--- src/rtl/wdog_pkg.sv ---
// Package: shared constants and the decoded control type for the watchdog.
// Assumes a 16-bit refresh key and a two-bit register address.
package wdog_pkg;

    localparam logic [15:0] REFRESH_KEY = 16'hCCCC;

    typedef enum logic [1:0] {
        A_LOAD  = 2'd0,
        A_MIN   = 2'd1,
        A_CTRL  = 2'd2,
        A_CLEAR = 2'd3
    } addr_e;

    // Control word bit positions
    localparam int B_RSTEN = 0;
    localparam int B_IRQ   = 1;
    localparam int B_PSEL  = 2;
    localparam int B_EN    = 6;
    localparam int B_DIV2  = 8;
    localparam int B_WIN   = 9;

    typedef struct packed {
        logic       win;
        logic       div2;
        logic       en;
        logic [1:0] psel;
        logic       irq_mode;
        logic       rst_en;
    } cfg_t;

    localparam cfg_t CFG_DEFAULT = '{win: 1'b0, div2: 1'b0, en: 1'b0,
                                     psel: 2'b10, irq_mode: 1'b0, rst_en: 1'b1};

endpackage

--- src/rtl/wdog_cfg_regs.sv ---
// Configuration registers: load, minimum load and control, plus refresh strobe.
// Assumes writes are single-cycle strobes; once enabled the config is frozen
// until rst_n, which is the only way to clear the lock.
module wdog_cfg_regs
    import wdog_pkg::*;
#(
    parameter int                CNT_W    = 16,
    parameter logic [CNT_W-1:0]  DEF_LOAD = 16'h1000,
    parameter logic [CNT_W-1:0]  DEF_MIN  = '0
) (
    input  logic             clk,
    input  logic             rst_n,
    input  logic             wr_en_i,
    input  logic [1:0]       wr_addr_i,
    input  logic [CNT_W-1:0] wr_data_i,
    output logic [CNT_W-1:0] load_o,
    output logic [CNT_W-1:0] min_o,
    output cfg_t             cfg_o,
    output logic             clr_stb_o,
    output logic [CNT_W-1:0] clr_data_o
);

    logic [CNT_W-1:0] load_q;
    logic [CNT_W-1:0] min_q;
    cfg_t             cfg_q;
    logic             cfg_wr;

    // Config writes are accepted only while the timer is not enabled
    assign cfg_wr = wr_en_i && !cfg_q.en;

    // Register update with lock
    always_ff @(posedge clk) begin
        if (!rst_n) begin
            load_q <= DEF_LOAD;
            min_q  <= DEF_MIN;
            cfg_q  <= CFG_DEFAULT;
        end else if (cfg_wr) begin
            case (wr_addr_i)
                A_LOAD: load_q <= wr_data_i;
                A_MIN:  min_q  <= wr_data_i;
                A_CTRL: begin
                    cfg_q.rst_en   <= wr_data_i[B_RSTEN];
                    cfg_q.irq_mode <= wr_data_i[B_IRQ];
                    cfg_q.psel     <= wr_data_i[B_PSEL+1:B_PSEL];
                    cfg_q.en       <= wr_data_i[B_EN];
                    cfg_q.div2     <= wr_data_i[B_DIV2];
                    cfg_q.win      <= wr_data_i[B_WIN];
                end
                default: ;
            endcase
        end
    end

    assign load_o     = load_q;
    assign min_o      = min_q;
    assign cfg_o      = cfg_q;
    assign clr_stb_o  = wr_en_i && (wr_addr_i == A_CLEAR);
    assign clr_data_o = wr_data_i;

    // an enabled configuration never changes before reset
    a_r8_cfg_frozen: assert property (@(posedge clk) disable iff (!rst_n)
        cfg_q.en |=> cfg_q.en && $stable(load_q) && $stable(min_q) && $stable(cfg_q));

endmodule

--- src/rtl/wdog_prescaler.sv ---
// Tick prescaler: one tick every 2^(psel*STEP + div2) running cycles.
// Assumes psel/div2 are stable while running (locked config); restart zeroes it.
module wdog_prescaler #(
    parameter int PSEL_W = 2,
    parameter int STEP   = 4
) (
    input  logic              clk,
    input  logic              rst_n,
    input  logic              run_i,
    input  logic              restart_i,
    input  logic [PSEL_W-1:0] psel_i,
    input  logic              div2_i,
    output logic              tick_o
);

    localparam int PRE_W = STEP * ((1 << PSEL_W) - 1) + 1;
    localparam int SH_W  = $clog2(PRE_W + 1);

    logic [PRE_W-1:0] pre_q;
    logic [PRE_W-1:0] lim;
    logic [SH_W-1:0]  shift;

    // Terminal value of the prescaler for the selected divide
    always_comb begin
        shift = SH_W'(psel_i) * SH_W'(STEP) + SH_W'(div2_i);
        lim   = (PRE_W'(1) << shift) - PRE_W'(1);
    end

    assign tick_o = run_i && (pre_q == lim);

    // Prescaler count, frozen when not running
    always_ff @(posedge clk) begin
        if (!rst_n)          pre_q <= '0;
        else if (restart_i)  pre_q <= '0;
        else if (tick_o)     pre_q <= '0;
        else if (run_i)      pre_q <= pre_q + PRE_W'(1);
    end

    // the running prescaler never passes its terminal value
    a_r2_no_overrun: assert property (@(posedge clk) disable iff (!rst_n)
        run_i |-> pre_q <= lim);

    // a stopped prescaler keeps its value
    a_r10_pre_hold: assert property (@(posedge clk) disable iff (!rst_n)
        !run_i && !restart_i |=> $stable(pre_q));

endmodule

--- src/rtl/wdog_core.sv ---
// Watchdog counter and event logic: countdown, key check, window check,
// reload and the reset/interrupt outputs. Assumes tick_i only when enabled.
module wdog_core
    import wdog_pkg::*;
#(
    parameter int               CNT_W    = 16,
    parameter logic [CNT_W-1:0] DEF_LOAD = 16'h1000
) (
    input  logic             clk,
    input  logic             rst_n,
    input  cfg_t             cfg_i,
    input  logic [CNT_W-1:0] load_i,
    input  logic [CNT_W-1:0] min_i,
    input  logic             tick_i,
    input  logic             clr_stb_i,
    input  logic [CNT_W-1:0] clr_data_i,
    output logic [CNT_W-1:0] count_o,
    output logic             restart_o,
    output logic             rst_pulse_o,
    output logic             irq_pulse_o,
    output logic             irq_pend_o
);

    logic [CNT_W-1:0] count_q;
    logic             clr_act;
    logic             too_early;
    logic             refresh_ok;
    logic             bad_clear;
    logic             expire;
    logic             event_w;

    // Refresh qualification and event selection
    always_comb begin
        clr_act    = clr_stb_i && cfg_i.en;
        too_early  = cfg_i.win && (count_q > min_i);
        refresh_ok = clr_act && (clr_data_i == CNT_W'(REFRESH_KEY)) && !too_early;
        bad_clear  = clr_act && !refresh_ok;
        expire     = tick_i && (count_q <= CNT_W'(1)) && !clr_act;
        event_w    = bad_clear || expire;
    end

    assign restart_o = refresh_ok || event_w || !cfg_i.en;

    // Counter: follow load when disabled, reload on refresh/event, else count
    always_ff @(posedge clk) begin
        if (!rst_n)                     count_q <= DEF_LOAD;
        else if (!cfg_i.en)             count_q <= load_i;
        else if (refresh_ok || event_w) count_q <= load_i;
        else if (tick_i)                count_q <= count_q - CNT_W'(1);
    end

    // Event outputs and interrupt pending flag
    always_ff @(posedge clk) begin
        if (!rst_n) begin
            rst_pulse_o <= 1'b0;
            irq_pulse_o <= 1'b0;
            irq_pend_o  <= 1'b0;
        end else begin
            rst_pulse_o <= event_w && !cfg_i.irq_mode && cfg_i.rst_en;
            irq_pulse_o <= event_w && cfg_i.irq_mode;
            if (refresh_ok)                     irq_pend_o <= 1'b0;
            else if (event_w && cfg_i.irq_mode) irq_pend_o <= 1'b1;
        end
    end

    assign count_o = count_q;

    // one step down per tick away from expiry
    a_r2_step: assert property (@(posedge clk) disable iff (!rst_n)
        tick_i && (count_q > CNT_W'(1)) && !clr_stb_i |=> count_q == $past(count_q) - CNT_W'(1));

    // expiry reloads the load value
    a_r3_reload: assert property (@(posedge clk) disable iff (!rst_n)
        tick_i && (count_q <= CNT_W'(1)) && !clr_stb_i |=> count_q == $past(load_i));

    // no tick and no refresh write means the count holds
    a_r10_freeze: assert property (@(posedge clk) disable iff (!rst_n)
        cfg_i.en && !tick_i && !clr_stb_i |=> $stable(count_q));

    // reset request and interrupt pulse are exclusive
    a_r7_exclusive: assert property (@(posedge clk) disable iff (!rst_n)
        $onehot0({rst_pulse_o, irq_pulse_o}));

    // pending rises only with an interrupt pulse
    a_r7_pend_rise: assert property (@(posedge clk) disable iff (!rst_n)
        $rose(irq_pend_o) |-> irq_pulse_o);

    // a disabled timer never raises an event
    a_r9_quiet: assert property (@(posedge clk) disable iff (!rst_n)
        !cfg_i.en |=> !rst_pulse_o && !irq_pulse_o);

endmodule

--- src/rtl/wdog_window_top.sv ---
// Top of the windowed watchdog: config registers, prescaler and counter core.
// Assumes all logic runs on the low-frequency watchdog clock.
module wdog_window_top
    import wdog_pkg::*;
#(
    parameter int               CNT_W    = 16,
    parameter int               PSEL_W   = 2,
    parameter int               STEP     = 4,
    parameter logic [CNT_W-1:0] DEF_LOAD = 16'h1000
) (
    input  logic             clk,
    input  logic             rst_n,
    input  logic             halt_i,
    input  logic             hib_off_i,
    input  logic             wr_en_i,
    input  logic [1:0]       wr_addr_i,
    input  logic [CNT_W-1:0] wr_data_i,
    output logic [CNT_W-1:0] count_o,
    output logic             rst_pulse_o,
    output logic             irq_pulse_o,
    output logic             irq_pend_o
);

    cfg_t             cfg;
    logic [CNT_W-1:0] load_v;
    logic [CNT_W-1:0] min_v;
    logic             clr_stb;
    logic [CNT_W-1:0] clr_data;
    logic             tick;
    logic             restart;
    logic             run;

    assign run = cfg.en && !halt_i && !hib_off_i;

    wdog_cfg_regs #(.CNT_W(CNT_W), .DEF_LOAD(DEF_LOAD), .DEF_MIN('0)) u_regs (
        .clk        (clk),
        .rst_n      (rst_n),
        .wr_en_i    (wr_en_i),
        .wr_addr_i  (wr_addr_i),
        .wr_data_i  (wr_data_i),
        .load_o     (load_v),
        .min_o      (min_v),
        .cfg_o      (cfg),
        .clr_stb_o  (clr_stb),
        .clr_data_o (clr_data)
    );

    wdog_prescaler #(.PSEL_W(PSEL_W), .STEP(STEP)) u_pre (
        .clk       (clk),
        .rst_n     (rst_n),
        .run_i     (run),
        .restart_i (restart),
        .psel_i    (cfg.psel),
        .div2_i    (cfg.div2),
        .tick_o    (tick)
    );

    wdog_core #(.CNT_W(CNT_W), .DEF_LOAD(DEF_LOAD)) u_core (
        .clk         (clk),
        .rst_n       (rst_n),
        .cfg_i       (cfg),
        .load_i      (load_v),
        .min_i       (min_v),
        .tick_i      (tick),
        .clr_stb_i   (clr_stb),
        .clr_data_i  (clr_data),
        .count_o     (count_o),
        .restart_o   (restart),
        .rst_pulse_o (rst_pulse_o),
        .irq_pulse_o (irq_pulse_o),
        .irq_pend_o  (irq_pend_o)
    );

endmodule

--- config.mk ---
export PLATFORM = sky130hd
export DESIGN_NAME = wdog_window_top
export DESIGN_NICKNAME = d
export VERILOG_FILES = /design/src/rtl/wdog_pkg.sv /design/src/rtl/wdog_cfg_regs.sv /design/src/rtl/wdog_prescaler.sv /design/src/rtl/wdog_core.sv /design/src/rtl/wdog_window_top.sv
export SDC_FILE = /design/constraint.sdc
export NUM_CORES = 1
export LEC_CHECK = 0
export BUFFER_PORTS_ARGS = -buffer_cell sky130_fd_sc_hd__buf_2
export CAP_MARGIN = 20
export CORE_MARGIN = 10
export CORE_UTILIZATION = 63
export DETAILED_ROUTE_END_ITERATION = 10
export PLACE_DENSITY = 0.82
export REMOVE_ABC_BUFFERS = 1
export SLEW_MARGIN = 10
export SYNTH_ARGS = -nofsm -noshare
export SYNTH_HDL_FRONTEND = slang
export SYNTH_SLANG_ARGS = --single-unit
--- constraint.sdc ---
create_clock -name clk -period 3.9 [get_ports clk]
set_input_delay 0 -clock clk [delete_from_list [all_inputs] [get_ports clk]]
set_output_delay 0 -clock clk [all_outputs]
set_load 0.005 [all_outputs]
# After elaboration in Yosys (flattened, before gate mapping)
# Cells that the tools add are included.
op_classes:
  eq_ne: 6
  bitwise: 1
  n_mux: 3
  n_shift: 1
  order_cmp: 2
  n_reduce_logical: 31
  addsub: 4
op_table:
  columns: ["cell", "n"]
  rows:
  - ["16-bit 2-to-1 mux", 3]
  - ["16-bit == test (second input constant)", 1]
  - ["16-bit greater-than comparator", 1]
  - ["16-bit by 1-bit less-or-equal comparator with 1-bit output (second input constant)", 1]
  - ["16-bit by 1-bit subtractor with 16-bit output (second input constant)", 1]
  - ["1-bit logical AND", 15]
  - ["13-bit by 1-bit adder with 13-bit output (second input constant)", 1]
  - ["13-bit == test", 1]
  - ["1-bit by 4-bit left shift with 13-bit output (first input constant)", 1]
  - ["13-bit by 2-bit subtractor with 13-bit output (second input constant)", 1]
  - ["1-bit zero test", 7]
  - ["2-bit AND reduction", 3]
  - ["4-bit by 1-bit adder with 4-bit output", 1]
  - ["2-bit == test (second input constant)", 2]
  - ["1-bit logical OR", 3]
  - ["3-bit by 1-bit != test with 1-bit output (second input constant)", 1]
  - ["3-bit OR reduction", 1]
  - ["2-bit by 1-bit == test with 1-bit output (second input constant)", 1]
  - ["2-bit zero test", 1]
  - ["2-bit OR reduction", 1]
  - ["1-bit NOT", 1]
word_totals:
  ff_bits: 71
  out_inout_bits: 19
  word_cells: 61

# Longest topological paths before layout
# Gate-level depths: netlist of run 1.
logic_depth:
  ltp_word: 11
  ltp_mapped: 9

# By module
# Synthesis of run 1 repeated with hierarchy kept, for this count alone.
unflattened:
  cells_unflattened: 448
  area_unflattened_um2: 3931.3
modules_own_cells:
  columns: ["mod", "area_each_um2", "n_inst", "cells_per_inst"]
  rows:
  - ["wdog_cfg_regs", 1665.3, 1, 168]
  - ["wdog_core", 1500.2, 1, 188]
  - ["wdog_prescaler", 753.2, 1, 91]
  - ["wdog_window_top", 12.5, 1, 1]

# Worst setup path before layout of run 1
# OpenSTA, ideal clock, no wires.
synth_path:
  kind: "reg2reg"
  startpoint: "register u_core.count_q[2] (netlist: u_core.count_o[2])"
  endpoint: "register u_core.count_q[11] (netlist: u_core.count_o[11])"
  stages_incl_launch_ff: 8
  path_buffers: 1
  setup_time_ns: 0.119
  arrival_time_ns: 1.934
  required_ns: 3.781
  path_slack_ns: 1.847
  cell_sequence: "dfxtp_1 nor4_4 o211ai_4 or2_1 nor3_4 nor2_1 buf_4 o221a_1"
synth_between:
  elab_chain_cells: 10
synth_rtl:
  columns: ["element", "line_no", "rtl"]
  rows:
  - ["start, declared", "wdog_core.sv:24", "logic [CNT_W-1:0] count_q;"]
  - ["start signal, assigned", "wdog_core.sv:47", "else if (!cfg_i.en) count_q <= load_i;"]
  - ["start signal, assigned", "wdog_core.sv:48", "else if (refresh_ok || event_w) count_q <= load_i;"]
  - ["start signal, assigned", "wdog_core.sv:49", "else if (tick_i) count_q <= count_q - CNT_W'(1);"]
  - ["16-bit greater-than comparator", "wdog_core.sv:35", "too_early = cfg_i.win && (count_q > min_i);"]
  - ["1-bit logical AND", "wdog_core.sv:35", null]
  - ["1-bit zero test", "wdog_core.sv:36", "refresh_ok = clr_act && (clr_data_i == CNT_W'(REFRESH_KEY)) && !too_early;"]
  - ["1-bit logical AND", "wdog_core.sv:36", null]
  - ["1-bit zero test", "wdog_core.sv:37", "bad_clear = clr_act && !refresh_ok;"]
  - ["1-bit logical AND", "wdog_core.sv:37", null]
  - ["1-bit logical OR", "wdog_core.sv:39", "event_w = bad_clear || expire;"]
  - ["1-bit logical OR", "wdog_core.sv:48", null]
  - ["16-bit 2-to-1 mux", "wdog_core.sv:48", null]
  - ["16-bit 2-to-1 mux", "wdog_core.sv:47", null]
# Several ways; a longest one is shown, not always the timed one. The select of a mux whose other input is x is not followed.
# A chain may end at the register's enable or synchronous reset.

# Worst setup path in the final report of run 1
layout_path:
  startpoint: "register u_regs.cfg_q, in the netlist u_regs.cfg_o[3]"
  endpoint: "register u_core.count_q[7] (netlist: u_core.count_o[7])"
layout_between:
  elab_chain_cells: 11
layout_rtl:
  columns: ["element", "line_no", "rtl"]
  rows:
  - ["start, declared", "wdog_cfg_regs.sv:25", "cfg_t cfg_q;"]
  - ["4-bit by 1-bit adder with 4-bit output (*)", "wdog_prescaler.sv:25", "shift = SH_W'(psel_i) * SH_W'(STEP) + SH_W'(div2_i);"]
  - ["1-bit by 4-bit left shift with 13-bit output (*)", "wdog_prescaler.sv:26", "lim = (PRE_W'(1) << shift) - PRE_W'(1);"]
  - ["13-bit by 2-bit subtractor with 13-bit output (*)", "wdog_prescaler.sv:26", null]
  - ["13-bit == test (*)", "wdog_prescaler.sv:29", "assign tick_o = run_i && (pre_q == lim);"]
  - ["1-bit logical AND (*)", "wdog_prescaler.sv:29", null]
  - ["1-bit logical AND (2 in series)", "wdog_core.sv:38", "expire = tick_i && (count_q <= CNT_W'(1)) && !clr_act;"]
  - ["1-bit logical OR", "wdog_core.sv:39", null]
  - ["1-bit logical OR", "wdog_core.sv:48", null]
  - ["16-bit 2-to-1 mux", "wdog_core.sv:48", null]
  - ["16-bit 2-to-1 mux", "wdog_core.sv:47", null]
# Every way passes the cells marked *; elsewhere a longest branch is shown, timed or not.

==> flow_metrics.tcl, run 1 <==
set metrics [dict create \
    status "completed" \
    ys_ff_latch 71 \
    antenna_found_initial 0 \
    end_kind "flip-flop" \
    max_freq_ghz 0.373 \
    slew_violations 0 \
    die_h_um 98.1 \
    syn_to_final_growth_pct 15.7 \
    cp.required_ns 4.20 \
    floorplan.initialDensity_pct 64.9 \
    synth_compound_area_share_pct 19.9 \
    grt_pass1_vias 3621 \
    crit_buf_inv 0 \
    dieArea_um2 9630 \
    grt_pass1_wl_mm 17.6 \
    synthesis.instances 469 \
    synth_flop_cell "dfxtp_1" \
    die_width_um 98.1 \
    worstSetupPathType "reg2reg" \
    htree_num_levels 3 \
    hold_slack_ns 0.00760 \
    grt_use_total_pct 22.1 \
    io_buffers 41 \
    drive_gt1_share_pct 14.9 \
    ios 42 \
    cap_violations 0 \
    wl_per_cell_um 17.8 \
    postCtsSetupRepairBufs 0 \
    clkLatencyLatePin_ns 0.36 \
    synth-xor-area-share_pct 4.10 \
    layout.cells.non_filler 598 \
    hold_buffers 17 \
    grt_remaining_overflow 0 \
    crit_family "simple AND/OR/NAND/NOR gates" \
    synth_top_family_by_area "simple AND/OR/NAND/NOR gates" \
    crit_fanout 15 \
    place_hpwl_mm 7.53 \
    layout_commonest_cell "nand2_1" \
    fillers 447 \
    placed_cells 567 \
    crit_chain "or4_4 -> o22ai_2 -> and3_1 -> nand3_1 -> a21boi_0 -> o31a_1" \
    power_density_nw_per_um2 368 \
    rsz0062_at_grt "false" \
    diodes 0 \
    postRouteAntennaNets 0 \
    synth_cell_types 69 \
    drtPass1Iterations 5 \
    report.final.hold_viol_count 0 \
    arrival_ns 2.98 \
    slowest_stage "and3_1" \
    vias 3693 \
    final_cell_mix "80 x nand2_1, 71 x dfxtp_1, 53 x a21oi_1, 41 x buf_2, 40 x nor2_1" \
    period_share_pct 68.8 \
    yosysWarnings 0 \
    place_congestion 0.973 \
    yosys.area_share.simple_pct 26.1 \
    leakagePower_nw 1.68 \
    rows 28 \
    via_per_inst 6.18 \
    clockRootBuffer "clkbuf_8" \
    ys_async_sr_fraction_pct 0 \
    clk_pin_slew_ns 0.08 \
    startpoint_type "flip-flop" \
    synthMuxAreaShare_pct 1.82 \
    cts.repair.resized 0 \
    period_needed_ns 2.68 \
    drt_wl_total_mm 10.6 \
    drt_iter0_drc 319 \
    tightest_slew_ns 0.861 \
    placement.cell_area_um2 4060 \
    cts_tree "yes" \
    fin_setup_tns_ns 0 \
    numCtsBuffers 9 \
    clockBufferDepth 2 \
    drc 0 \
    final_area_um2 4450 \
    slowest_delay_ns 0.53 \
    fin_nets 562 \
    coreArea_um2 5920 \
    slew_headroom_pct 42.4 \
    synth_edf_count 0 \
    seqCellArea_um2 1420 \
    peakVddDrop_mv 0.335 \
    ys_seq_area_share_pct 37.0 \
    synth_area_per_cell_um2 8.20 \
    synth_fa_ha_area_share_pct 6.18 \
    multi_input_area_um2 2230 \
    syn-cell-area_um2 3840 \
    setup_violations 0 \
    grt_max_degree 31 \
    clock_sinks 71 \
    skew_ns 0.00941 \
    hold_class "in2reg" \
]
-- cell usage after synthesis (2+ instances only) --
master	n	share of area, %
o21ai_0	8	1.0
o21ai_1	2	0.26
xnor2_1	6	1.4
and3_1	4	0.65
or4_4	2	0.59
o211ai_1	2	0.39
mux2i_1	7	1.8
nand2b_1	2	0.33
nor4_4	2	1.1
buf_4	3	0.59
and2_1	4	0.65
clkbuf_1	13	1.3
nand4_1	11	1.8
nor3_1	10	1.3
buf_6	2	0.59
o221a_1	7	2.1
nand2_1	80	7.8
nand3_1	22	2.9
nor2b_1	2	0.33
nor2_2	2	0.33
or3_1	2	0.33
buf_2	2	0.26
a211oi_1	3	0.59
a21oi_1	53	6.9
a22oi_1	2	0.39
dfxtp_1	71	37
nor2_1	40	3.9
inv_1	21	2.1
xor2_1	12	2.7
nor4_1	6	0.98
ha_1	19	6.2
a31oi_1	10	1.6
-- tightest hold or removal path, delay by kind of cell --
kind / cells / cell delay, ns
XOR/XNOR: 1 / 0.13
buffers and inverters: 1 / 0.10
AND/OR/NAND/NOR: 2 / 0.10
-- logic make-up after synthesis --
logic type	count (synthesis)
buffers and inverters	43
flip-flops	71
AO/OA/AOI/OAI	111
XOR/XNOR	18
AND/OR/NAND/NOR	200
adder cells (fa/ha/maj)	19
multiplexers	7
-- through the flow --
step	setup WS, ns	total power [mW]	util, %
final	1.22	1.64	75.1
after global routing	0.993	1.69	75.1
after CTS	1.26	1.63	75.1
after detailed placement	1.30	0.964	68.6
after global placement	1.35	0.960	68.6
after floorplan	1.69	0.895	-
-- worst paths after layout --
path	end	depth (start not counted)	slack, ns	from
max	u_core.count_o[7]	6	1.22	u_regs.cfg_o[3]
min	u_pre.pre_q[0]	4	0.008	hib_off_i
max reg2reg	u_core.count_o[7]	6	1.22	u_regs.cfg_o[3]
min reg2reg	u_regs.min_o[8]	2	0.46	u_regs.min_o[8]
-- sequential cells by signal (all words and copies together) (netlist names) --
| register | flops |
|---|---|
| u_regs.cfg_o | 7 |
| u_core.count_o | 16 |
| u_pre.pre_q | 13 |
| u_core.irq_pend_o | 1 |
| u_regs.min_o | 16 |
| u_core.irq_pulse_o | 1 |
| u_core.rst_pulse_o | 1 |
| u_regs.load_o | 16 |
-- metal layers --
layer	wire length, um	part of all wire, %	GRT usage [%]
met5	0	0	0
met1	4490	42	26.9
met2	5080	48	35.9
met4	301	2.8	11.0
met3	759	7.1	4.58
-- power breakdown --
| group | total, mW | switching, mW | internal [mW] |
|---|---|---|---|
| clock | 0.668 | 0.280 | 0.388 |
| sequential | 0.766 | 0.0224 | 0.744 |
| combinational | 0.201 | 0.119 | 0.0819 |
-- area by class of cell --
| cell class | instances | share of cell area [%] |
|---|---|---|
| Clock buffer | 11 | 3.40 |
| Timing Repair Buffer | 61 | 8.95 |
| Multi-Input combinational cell | 355 | 50.2 |
| Inverter | 22 | 1.86 |
| Clock inverter | 3 | 1.52 |
| Sequential cell | 71 | 32.0 |
| Tap cell | 75 | 2.11 |
(Power assumes the default switching activity.)
==> run 2: changes to the inputs <==
--- a/config.mk
+++ b/config.mk
@@ -5,12 +5,13 @@
 export SDC_FILE = /design/constraint.sdc
 export NUM_CORES = 1
 export LEC_CHECK = 0
+export ABC_AREA = 1
 export BUFFER_PORTS_ARGS = -buffer_cell sky130_fd_sc_hd__buf_2
 export CAP_MARGIN = 20
 export CORE_MARGIN = 10
-export CORE_UTILIZATION = 63
+export CORE_UTILIZATION = 53
 export DETAILED_ROUTE_END_ITERATION = 10
-export PLACE_DENSITY = 0.82
+export PLACE_DENSITY = 0.73
 export REMOVE_ABC_BUFFERS = 1
 export SLEW_MARGIN = 10
 export SYNTH_ARGS = -nofsm -noshare
==> constraint.sdc (replaced) <==
create_clock -name clk -period 2.45 [get_ports clk]
set_input_delay 0 -clock clk [delete_from_list [all_inputs] [get_ports clk]]
set_output_delay 0 -clock clk [all_outputs]
set_load 0.005 [all_outputs]
==> flow_metrics.tcl, run 2 <==
set metrics [dict create \
    power_switching_mw 0.716 \
    postRouteAntennaNets 0 \
    leakagePower_nw 2.06 \
    clkLatencyLatePin_ns 0.34 \
    end_kind "flip-flop" \
    drt_iter0_drc 250 \
    ys_ff_latch 71 \
    fin_setup_tns_ns 0 \
    final_cell_mix "114 x nand2_1, 73 x inv_1, 71 x dfxtp_1, 56 x nor2_1, 51 x nand3_1" \
    cp.required_ns 2.71 \
    slowest_delay_ns 0.36 \
    slowest_stage "dfxtp_1" \
    placed_cells 698 \
    rows 31 \
    r2r_slack_ns 0.37 \
    wl_per_cell_um 14.3 \
    hold_class "in2reg" \
    fin_nets 667 \
    final_area_um2 4570 \
    period_share_pct 84.9 \
    diodes 0 \
    io_buffers 41 \
    crit_fanout 13 \
    clock_sinks 71 \
    ys_async_sr_fraction_pct 0 \
    syn_to_final_growth_pct 16.1 \
    synth_cell_types 31 \
    floorplan.initialDensity_pct 54.3 \
    synth_top_area_share_pct 36.1 \
    place_hpwl_mm 7.64 \
    report.final.hold_viol_count 0 \
    clockRootBuffer "clkbuf_8" \
    drt_wl_total_mm 10.4 \
    holdPathStages 3 \
    worstSetupPathType "reg2reg" \
    synth_area_leaders "dfxtp_1 36%, nand2_1 11%, inv_1 7.0%" \
    ys_seq_area_share_pct 36.1 \
    netlist_top_cells_count "114 x nand2_1, 73 x inv_1, 71 x dfxtp_1" \
    ios 42 \
    numCtsBuffers 9 \
    syn-cell-area_um2 3940 \
    skew_ns 0.0104 \
    clk_pin_slew_ns 0.08 \
    die_width_um 106 \
    grt_pass1_wl_mm 17.4 \
    ff2ff_path_depth 9 \
    period_needed_ns 2.08 \
    grt_pass1_vias 3649 \
    power_density_nw_per_um2 578 \
    startpoint_type "flip-flop" \
    grt_max_degree 36 \
    slew_headroom_pct 52.7 \
    power.internal_mw 1.93 \
    postCtsSetupRepairBufs 0 \
    grt_use_total_pct 18.7 \
    antenna_found_initial 0 \
    reg2reg_to "u_pre.pre_q[12]" \
    arrival_ns 2.34 \
    yosys.area.top_type "dfxtp_1" \
    combPwrFrac_pct 14.9 \
    setup_violations 0 \
    grt_remaining_overflow 0 \
    vias 3853 \
    max_freq_ghz 0.481 \
    coreArea_um2 7250 \
    layout.cells.non_filler 729 \
    yosysMostFrequentCell "nand2_1" \
    peakVddDrop_mv 0.338 \
    synth_flop_cell "dfxtp_1" \
    min_from "wr_data_i[7]" \
    crit_chain "inv_1 -> ha_1 -> o211ai_1 -> nor2_1 -> nand3_4 -> nand3_2 -> nor2_4 -> nand2_2 -> a21oi_1" \
    power.share.clock_pct 38.2 \
    swShare_pct 27.1 \
    drive_gt1_share_pct 13.3 \
    drtPass1Iterations 5 \
    finalPower_mw 2.64 \
    drc 0 \
    die_h_um 106 \
    cap_violations 0 \
    cts_tree "yes" \
    layout_commonest_cell "nand2_1" \
    synthesis.instances 571 \
    reg2reg_from "u_core.count_o[0]" \
    p_seq_share_pct 46.9 \
    synth_area_per_cell_um2 6.90 \
    placement.cell_area_um2 4210 \
    rsz0062_at_grt "false" \
    synth_edf_count 0 \
    via_per_inst 5.29 \
    dieArea_um2 11300 \
    slew_violations 0 \
    place_congestion 0.932 \
    hold_slack_ns 0.0234 \
    fillers 678 \
    htree_num_levels 3 \
    yosysWarnings 0 \
    min_to "u_regs.load_o[7]" \
    tightest_slew_ns 0.708 \
    clockBufferDepth 2 \
    status "completed" \
]
## run 2: worst max-delay path, delay by kind of cell, from the launching register on
kind | cells | cell delay [ns]
buf+inv | 1 | 0.11
compound gates | 2 | 0.39
fa+ha+maj | 1 | 0.25
simple gates | 5 | 0.89
flops | 1 | 0.36
## run 2: what timing repair did
action	4_1_cts	5_1_grt
hold buffers	15	0
gates resized for setup	0	1
setup endpoints to repair	0	11
endpoints found under the hold margin	24	0
## run 2: cell families (layout without fill, tap and decap cells)
family,after synthesis,after routing,synth area share [%]
flops,71,71,36.1
fa+ha+maj,19,19,6.03
compound gates,95,95,12.4
xor+xnor,18,18,4.00
buf+inv,97,156,10.1
simple gates,271,271,31.5
## run 2: worst max-delay path by stage
stage	from	to	cells after the start
CTS	u_core.count_o[0]	u_pre.pre_q[12]	9
finish	u_core.count_o[0]	u_pre.pre_q[12]	9
global route	u_core.count_o[0]	u_pre.pre_q[12]	9
floorplan	u_core.count_o[0]	u_pre.pre_q[12]	9
detailed placement	u_core.count_o[0]	u_pre.pre_q[12]	9
global placement	u_core.count_o[0]	u_pre.pre_q[12]	9
## run 2: per-stage QoR
step           util (%)  worst slack [ns]
6_report           63.0             0.370
5_1_grt            63.0             0.150
4_1_cts            63.0             0.158
3_5_place_dp       58.1             0.162
3_3_place_gp       58.1             0.333
2_1_floorplan         -             0.325
## run 2: final cells by class
| type | instances | area (um2) | share of cell area, % |
|---|---|---|---|
| flip-flops and latches | 71 | 1420 | 31.1 |
| clock inverters | 4 | 70.1 | 1.53 |
| inverters | 78 | 295 | 6.46 |
| repair buffers | 62 | 400 | 8.76 |
| well taps | 99 | 124 | 2.71 |
| clock buffers | 12 | 135 | 2.95 |
| multi-input cells | 403 | 2130 | 46.5 |
## run 2: layer usage
metal / vias to the layer above / track usage, % / routed length, um
li1: 1965 / - / -
met1: 1770 / 25.6 / 5010
met2: 104 / 28.4 / 4630
met3: 14 / 3.56 / 633
met4: 0 / 6.77 / 141
met5: - / 0 / 0
## run 2: power groups by stage
| stage | logic, mW | clock network, mW | registers [mW] |
|---|---|---|---|
| after floorplan | 0.245 | 0 | 1.26 |
| after global placement | 0.362 | 0 | 1.26 |
| after detailed placement | 0.371 | 0 | 1.26 |
| after CTS | 0.391 | 1.02 | 1.24 |
| after global routing | 0.447 | 1.07 | 1.24 |
| final | 0.393 | 1.01 | 1.24 |
